`config.mk`:
```
export PLATFORM = sky130hd
export DESIGN_NAME = adc_scan_seq
export DESIGN_NICKNAME = d
export VERILOG_FILES = /design/src/rtl/adc_scan_pkg.sv /design/src/rtl/adc_scan_regs.sv /design/src/rtl/adc_scan_ptr.sv /design/src/rtl/adc_scan_trig.sv /design/src/rtl/adc_scan_conv.sv /design/src/rtl/adc_scan_seq.sv
export SDC_FILE = /design/constraint.sdc
export NUM_CORES = 1
export LEC_CHECK = 0
export ABC_CLOCK_PERIOD_IN_PS = 5300
export BUFFER_PORTS_ARGS = -buffer_cell sky130_fd_sc_hd__buf_2
export CAP_MARGIN = 20
export CORE_MARGIN = 4
export CORE_UTILIZATION = 30
export DETAILED_ROUTE_END_ITERATION = 10
export PLACE_DENSITY_LB_ADDON = 0.3
export SETUP_SLACK_MARGIN = 0.2
export SLEW_MARGIN = 40
export SYNTH_ARGS = -nofsm -noshare
export SYNTH_HDL_FRONTEND = slang
export SYNTH_SLANG_ARGS = --single-unit
```
`constraint.sdc`:
```
create_clock -name clk -period 5.3 [get_ports clk]
set_input_delay 1.06 -clock clk [delete_from_list [all_inputs] [get_ports clk]]
set_output_delay 1.06 -clock clk [all_outputs]
set_load 0.01 [all_outputs]
```
`src/rtl/adc_scan_pkg.sv`:
```
package adc_scan_pkg;

  // Register addresses
  localparam logic [1:0] A_SWTRIG = 2'd0;
  localparam logic [1:0] A_CTRL   = 2'd1;
  localparam logic [1:0] A_WINDOW = 2'd2;
  localparam logic [1:0] A_SETUP  = 2'd3;

  // Per-channel conversion setting
  typedef struct packed {
    logic       diff;
    logic       uni;
    logic [2:0] gain;
  } rng_t;

  typedef enum logic [1:0] {
    ST_IDLE,
    ST_CONV,
    ST_HOLD
  } cst_t;

endpackage

```
`src/rtl/adc_scan_regs.sv`:
```
module adc_scan_regs
  import adc_scan_pkg::*;
#(
  parameter int NCH = 16,
  parameter int CHW = 4,
  parameter int WW  = 16
) (
  input  logic           clk,
  input  logic           rst_n,
  input  logic           wr_en,
  input  logic [1:0]     wr_addr,
  input  logic [WW-1:0]  wr_data,
  input  logic [CHW-1:0] rd_ch,
  output logic [2:0]     ctrl_en,
  output logic [CHW-1:0] first_ch,
  output logic [CHW-1:0] last_ch,
  output logic           mux_wr,
  output logic           sw_hit,
  output logic           ctrl_wr,
  output rng_t           rd_rng
);

  localparam int HI_LSB = 8;

  logic setup_wr;
  rng_t wr_rng;
  rng_t rng_q [NCH];

  assign mux_wr   = wr_en && (wr_addr == A_WINDOW);
  assign sw_hit   = wr_en && (wr_addr == A_SWTRIG);
  assign ctrl_wr  = wr_en && (wr_addr == A_CTRL);
  assign setup_wr = wr_en && (wr_addr == A_SETUP);

  assign wr_rng.diff = wr_data[5];
  assign wr_rng.uni  = wr_data[4];
  assign wr_rng.gain = wr_data[2:0];

  logic unused_wr_bits;
  assign unused_wr_bits = ^wr_data;

  always_ff @(posedge clk) begin
    if (!rst_n) begin
      ctrl_en  <= '0;
      first_ch <= '0;
      last_ch  <= '0;
    end else begin
      if (ctrl_wr) ctrl_en <= wr_data[2:0];
      if (mux_wr) begin
        first_ch <= wr_data[CHW-1:0];
        last_ch  <= wr_data[HI_LSB+CHW-1:HI_LSB];
      end
    end
  end

  // One setting register per channel
  for (genvar g = 0; g < NCH; g++) begin : g_rng
    always_ff @(posedge clk) begin
      if (!rst_n) begin
        rng_q[g] <= '0;
      end else if (setup_wr && (first_ch == CHW'(g))) begin
        rng_q[g] <= wr_rng;
      end
    end
  end

  assign rd_rng = rng_q[rd_ch];

endmodule

```
`src/rtl/adc_scan_ptr.sv`:
```
module adc_scan_ptr #(
  parameter int CHW = 4
) (
  input  logic           clk,
  input  logic           rst_n,
  input  logic           load,
  input  logic [CHW-1:0] load_ch,
  input  logic           step,
  input  logic           diff_cur,
  input  logic [CHW-1:0] first_ch,
  input  logic [CHW-1:0] last_ch,
  output logic [CHW-1:0] ptr
);

  logic [CHW-1:0] ptr_p1;
  logic [CHW-1:0] ptr_nx;
  logic           at_end;

  assign ptr_p1 = ptr + CHW'(1);
  assign at_end = (ptr == last_ch) || (diff_cur && (ptr_p1 == last_ch));

  always_comb begin
    if (at_end)        ptr_nx = first_ch;
    else if (diff_cur) ptr_nx = ptr + CHW'(2);
    else               ptr_nx = ptr_p1;
  end

  always_ff @(posedge clk) begin
    if (!rst_n)    ptr <= '0;
    else if (load) ptr <= load_ch;
    else if (step) ptr <= ptr_nx;
  end

  // Pointer stays inside the programmed window
  logic [CHW-1:0] off_chk, span_chk;
  assign off_chk  = ptr - first_ch;
  assign span_chk = last_ch - first_ch;

  p_ptr_in_window_r4: assert property (@(posedge clk) disable iff (!rst_n)
    off_chk <= span_chk);

  p_load_sets_ptr_r2: assert property (@(posedge clk) disable iff (!rst_n)
    load |=> (ptr == $past(load_ch)));

endmodule

```
`src/rtl/adc_scan_trig.sv`:
```
module adc_scan_trig (
  input  logic       clk,
  input  logic       rst_n,
  input  logic [2:0] ctrl_en,
  input  logic       sw_hit,
  input  logic       pacer_tick,
  input  logic       ext_trig,
  output logic       trig
);

  logic ext_q;
  logic ext_rise;

  always_ff @(posedge clk) begin
    if (!rst_n) ext_q <= 1'b0;
    else        ext_q <= ext_trig;
  end

  assign ext_rise = ext_trig && !ext_q;
  assign trig = (ctrl_en[0] && sw_hit) ||
                (ctrl_en[1] && pacer_tick) ||
                (ctrl_en[2] && ext_rise);

endmodule

```
`src/rtl/adc_scan_conv.sv`:
```
module adc_scan_conv
  import adc_scan_pkg::*;
#(
  parameter int CHW = 4,
  parameter int DW  = 12
) (
  input  logic             clk,
  input  logic             rst_n,
  input  logic             trig,
  input  logic             clr_ovr,
  input  logic [CHW-1:0]   cur_ch,
  input  rng_t             cur_rng,
  input  logic             adc_done,
  input  logic [DW-1:0]    adc_data,
  input  logic             res_ready,
  output logic             step,
  output logic             adc_start,
  output logic [CHW-1:0]   adc_chan,
  output rng_t             adc_range,
  output logic             res_valid,
  output logic [CHW+DW-1:0] res_data,
  output logic             overrun
);

  cst_t st;
  logic idle;

  assign idle = (st == ST_IDLE);
  assign step = trig && idle;

  always_ff @(posedge clk) begin
    if (!rst_n) begin
      st        <= ST_IDLE;
      adc_start <= 1'b0;
      adc_chan  <= '0;
      adc_range <= '0;
      res_valid <= 1'b0;
      res_data  <= '0;
    end else begin
      adc_start <= 1'b0;
      unique case (st)
        ST_IDLE: if (step) begin
          adc_start <= 1'b1;
          adc_chan  <= cur_ch;
          adc_range <= cur_rng;
          st        <= ST_CONV;
        end
        ST_CONV: if (adc_done) begin
          res_data  <= {adc_chan, adc_data};
          res_valid <= 1'b1;
          st        <= ST_HOLD;
        end
        ST_HOLD: if (res_ready) begin
          res_valid <= 1'b0;
          st        <= ST_IDLE;
        end
        default: st <= ST_IDLE;
      endcase
    end
  end

  always_ff @(posedge clk) begin
    if (!rst_n)                overrun <= 1'b0;
    else if (trig && !idle)    overrun <= 1'b1;
    else if (clr_ovr)          overrun <= 1'b0;
  end

  p_start_pulse_r9: assert property (@(posedge clk) disable iff (!rst_n)
    adc_start |=> !adc_start);

  p_hold_stable_r7: assert property (@(posedge clk) disable iff (!rst_n)
    (res_valid && !res_ready) |=> (res_valid && $stable(res_data)));

  p_ovr_sticky_r8: assert property (@(posedge clk) disable iff (!rst_n)
    (overrun && !clr_ovr) |=> overrun);

  p_no_start_busy_r8: assert property (@(posedge clk) disable iff (!rst_n)
    (trig && !idle) |=> !adc_start);

endmodule

```
`src/rtl/adc_scan_seq.sv`:
```
module adc_scan_seq
  import adc_scan_pkg::*;
#(
  parameter int NCH = 16,
  parameter int DW  = 12,
  parameter int WW  = 16,
  localparam int CHW = $clog2(NCH),
  localparam int OW  = CHW + DW,
  localparam int RGW = $bits(rng_t)
) (
  input  logic           clk,
  input  logic           rst_n,
  input  logic           wr_en,
  input  logic [1:0]     wr_addr,
  input  logic [WW-1:0]  wr_data,
  input  logic           pacer_tick,
  input  logic           ext_trig,
  output logic           adc_start,
  output logic [CHW-1:0] adc_chan,
  output logic [RGW-1:0] adc_range,
  input  logic           adc_done,
  input  logic [DW-1:0]  adc_data,
  output logic           res_valid,
  input  logic           res_ready,
  output logic [OW-1:0]  res_data,
  output logic           overrun
);

  logic [2:0]     ctrl_en;
  logic [CHW-1:0] first_ch, last_ch, ptr;
  logic           mux_wr, sw_hit, ctrl_wr, trig, step;
  rng_t           cur_rng, rng_out;

  adc_scan_regs #(.NCH(NCH), .CHW(CHW), .WW(WW)) u_regs (
    .clk(clk), .rst_n(rst_n), .wr_en(wr_en), .wr_addr(wr_addr),
    .wr_data(wr_data), .rd_ch(ptr), .ctrl_en(ctrl_en),
    .first_ch(first_ch), .last_ch(last_ch), .mux_wr(mux_wr),
    .sw_hit(sw_hit), .ctrl_wr(ctrl_wr), .rd_rng(cur_rng)
  );

  adc_scan_trig u_trig (
    .clk(clk), .rst_n(rst_n), .ctrl_en(ctrl_en), .sw_hit(sw_hit),
    .pacer_tick(pacer_tick), .ext_trig(ext_trig), .trig(trig)
  );

  adc_scan_ptr #(.CHW(CHW)) u_ptr (
    .clk(clk), .rst_n(rst_n), .load(mux_wr), .load_ch(wr_data[CHW-1:0]),
    .step(step), .diff_cur(cur_rng.diff), .first_ch(first_ch),
    .last_ch(last_ch), .ptr(ptr)
  );

  adc_scan_conv #(.CHW(CHW), .DW(DW)) u_conv (
    .clk(clk), .rst_n(rst_n), .trig(trig), .clr_ovr(ctrl_wr),
    .cur_ch(ptr), .cur_rng(cur_rng), .adc_done(adc_done),
    .adc_data(adc_data), .res_ready(res_ready), .step(step),
    .adc_start(adc_start), .adc_chan(adc_chan), .adc_range(rng_out),
    .res_valid(res_valid), .res_data(res_data), .overrun(overrun)
  );

  assign adc_range = rng_out;

endmodule

```
==> results.ini <==
[detailed_routing]
first_pass_iters = 4
num_vias = 3801
vias_per_cell = 4.64
postRouteAntennaNets = 0
wl_per_cell_um = 16.6
drt_iter0_drc = 257
drc_errors = 0
wirelength_um = 13600

[place]
hpwl_um = 9510
placement.io_buffers = 58
globalplace.congestion = 0.804
place_area_um2 = 6420

[power_and_ir_drop]
p_leak_nw = 2.60
p_switching_mw = 0.553
p_int_mw = 1.92
swShare = 0.223
pwr-share-clk = 0.479
power_frac_seq = 0.455
p_per_area_nw_per_um2 = 352
irDropWorstVdd_v = 0.000214
pwr-share-comb = 0.066

[synthesis]
ys_seq_area_frac = 0.577
netlist_top_cells_area = edfxtp_1 41%, dfxtp_1 17%, mux4_2 9.2%
synth_seq_cells = 130
syn_inst = 488
avgSynthCellArea_um2 = 12.1
yosysTopAreaCell = edfxtp_1
synth_top_area_frac = 0.407
synth-edff-count = 80
syn-num-nets = 527
synth_common_cells = 83 x and2_1, 80 x edfxtp_1, 62 x nand2_1
synthDistinctLibCells = 48
async_flop_share = 0
yosysWarnings = 0
synth_ff_type = edfxtp_1
yosysMostFrequentCell = and2_1
synthesis.area_um2 = 5900

[sta]
setup_tns_ns = 0
finalCritPeriodShare = 0.456
setup_viol = 0
skew_ns = 0.0107
timing.fmax_ghz = 0.414
drv_slew = 0
period_needed_ns = 2.41
rsz0062_at_grt = no
finalHoldViolCount = 0
worstMarginPinSlew_ns = 0.813
maxSlewHeadroom = 0.452

[min_path]
min_path_type = flip-flop to flip-flop

[global_route]
grt_max_degree = 46
grt_pass1_wl_um = 21200
overflow = 0
grt_pass1_vias = 3818
antenna_found_initial = 0
grtUsageTotal = 0.129

[worst_setup_path]
cp_max_fo = 8
critical_path.endpoint = u_regs.rng_q[7][1]$_SDFFCE_PN0P_
cp_data_required_time_ns = 5.35
worst-r2r-setup-slack_ns = 2.93
critPathLaunchType = input port
cp-end-kind = flip-flop
ff2ff_path_depth = 6
critPathLaunch = wr_en
critPathArrivalTime_ns = 2.46
critical_path_class = input port to flip-flop

[clock_network]
cts_resized = 0
cts_made_buffers = 17
clk_path_buf_depth = 2
htreeDepth = 4
cts_tree = yes
clk_pin_slew_ns = 0.06
cts_sinks = 130
cts_hold_buf = 0
postCtsSetupRepairBufs = 0
insertion_delay_ns = 0.42
root_buffer = clkbuf_16

[status]
status = completed

[die]
die-width_um = 148
die-height_um = 148
rows = 51
fp.coreArea_um2 = 19400
start_util = 0.304
io_pins = 65
dieArea_um2 = 22000

[run]
maxCapViolations = 0

[final_layout]
nets = 580
area_growth_pct = 19.1
antenna-diode-count = 0
fin_area_um2 = 7030
drive_above_1_share = 0.227

state kept, by name, summed over array words and instances, names as in the netlist, named ones only:
name	cells
u_conv.st	2
u_conv.res_data	16
u_regs.first_ch	4
u_regs.last_ch	4
u_conv.res_valid	1
u_regs.rng_q	80
u_conv.adc_chan	4
u_trig.ext_q	1
u_conv.adc_range	5
u_regs.ctrl_en	3
u_conv.adc_start	1
u_ptr.ptr	4
u_conv.overrun	1
layout make-up:
class	instances	area, um^2
multi-input cells	325	2350
repair buffers	60	305
well taps	265	332
fillers	1903	12400
clock inverters	12	129
flip-flops and latches	130	3400
clock buffers	20	479
inverters	7	26.3
metal layers:
layer,share of wire,GRT usage,up-vias
met3,0.054,0.0378,11
met5,0,0,-
met2,0.48,0.206,86
li1,-,-,1844
met1,0.45,0.168,1860
met4,0.012,0.0425,0
how the worst min path moves through the flow:
stage / startpoint / end / cells past startpoint
after global placement: u_conv.res_data[1]$_SDFFE_PN0P_ / u_conv.res_data[1]$_SDFFE_PN0P_ / 2
final: u_conv.res_data[10]$_SDFFE_PN0P_ / u_conv.res_data[10]$_SDFFE_PN0P_ / 2
after detailed placement: u_conv.res_data[10]$_SDFFE_PN0P_ / u_conv.res_data[10]$_SDFFE_PN0P_ / 2
after floorplan: u_regs.last_ch[0]$_SDFFE_PN0P_ / u_regs.last_ch[0]$_SDFFE_PN0P_ / 2
after CTS: u_conv.res_data[10]$_SDFFE_PN0P_ / u_conv.res_data[10]$_SDFFE_PN0P_ / 2
after global routing: u_conv.res_data[13]$_SDFFE_PN0P_ / u_conv.res_data[13]$_SDFFE_PN0P_ / 2
logic make-up (layout without fill, tap and decap cells):
kind of cell    Yosys count  count (layout)  share of synthesized area
flops                   130             130                      0.577
simple gates            212             212                      0.193
xor+xnor                  8               8                     0.0155
buf+inv                  33              99                     0.0250
fa+ha+maj                 2               2                    0.00424
compound gates           64              64                     0.0660
mux                      39              39                      0.119
power groups by stage:
stage | logic [mW] | registers, mW | clock network (mW)
after global routing | 0.178 | 1.13 | 1.26
after detailed placement | 0.165 | 1.15 | 0
after floorplan | 0.121 | 1.13 | 0
after CTS | 0.165 | 1.13 | 1.22
final | 0.163 | 1.13 | 1.19
after global placement | 0.162 | 1.15 | 0
worst max-delay path: stages:
cell,delay [ns]
buf_2,0.12
nand3_1,0.13
inv_1,0.10
nand3_1,0.29
o21ai_0,0.76
through the flow:
step | worst slack (ns) | std cells | util | power (mW) | hold WS (ns)
global route | 2.74 | 819 | 0.362 | 2.57 | 0.472
detailed placement | 2.41 | 787 | 0.331 | 1.31 | 0.447
CTS | 2.86 | 819 | 0.362 | 2.51 | 0.456
floorplan | 2.82 | 488 | - | 1.25 | 0.448
global placement | 2.47 | 787 | 0.331 | 1.31 | 0.440
finish | 2.89 | 819 | 0.362 | 2.47 | 0.453
cells in the final DEF, fill, tap and decap left out, types with 3 or more instances in the layout:
cell | Yosys | routed
a21boi_0 | 10 | 10
a21oi_1 | 20 | 20
and2_1 | 83 | 83
buf_2 | 3 | 58
clkbuf_16 | 0 | 19
clkinv_2 | 0 | 3
clkinv_4 | 0 | 4
dfxtp_1 | 50 | 49
edfxtp_1 | 80 | 80
inv_1 | 7 | 7
mux2i_1 | 14 | 14
mux4_2 | 24 | 24
nand2_1 | 62 | 62
nand2b_1 | 3 | 3
nand3_1 | 9 | 9
nand3b_1 | 4 | 4
nor2_1 | 27 | 26
nor2b_1 | 10 | 10
o21ai_0 | 21 | 13
o21ai_1 | 0 | 8
o31ai_1 | 3 | 3
xor2_1 | 5 | 5
Note: power is estimated with default switching activity, not from simulation.
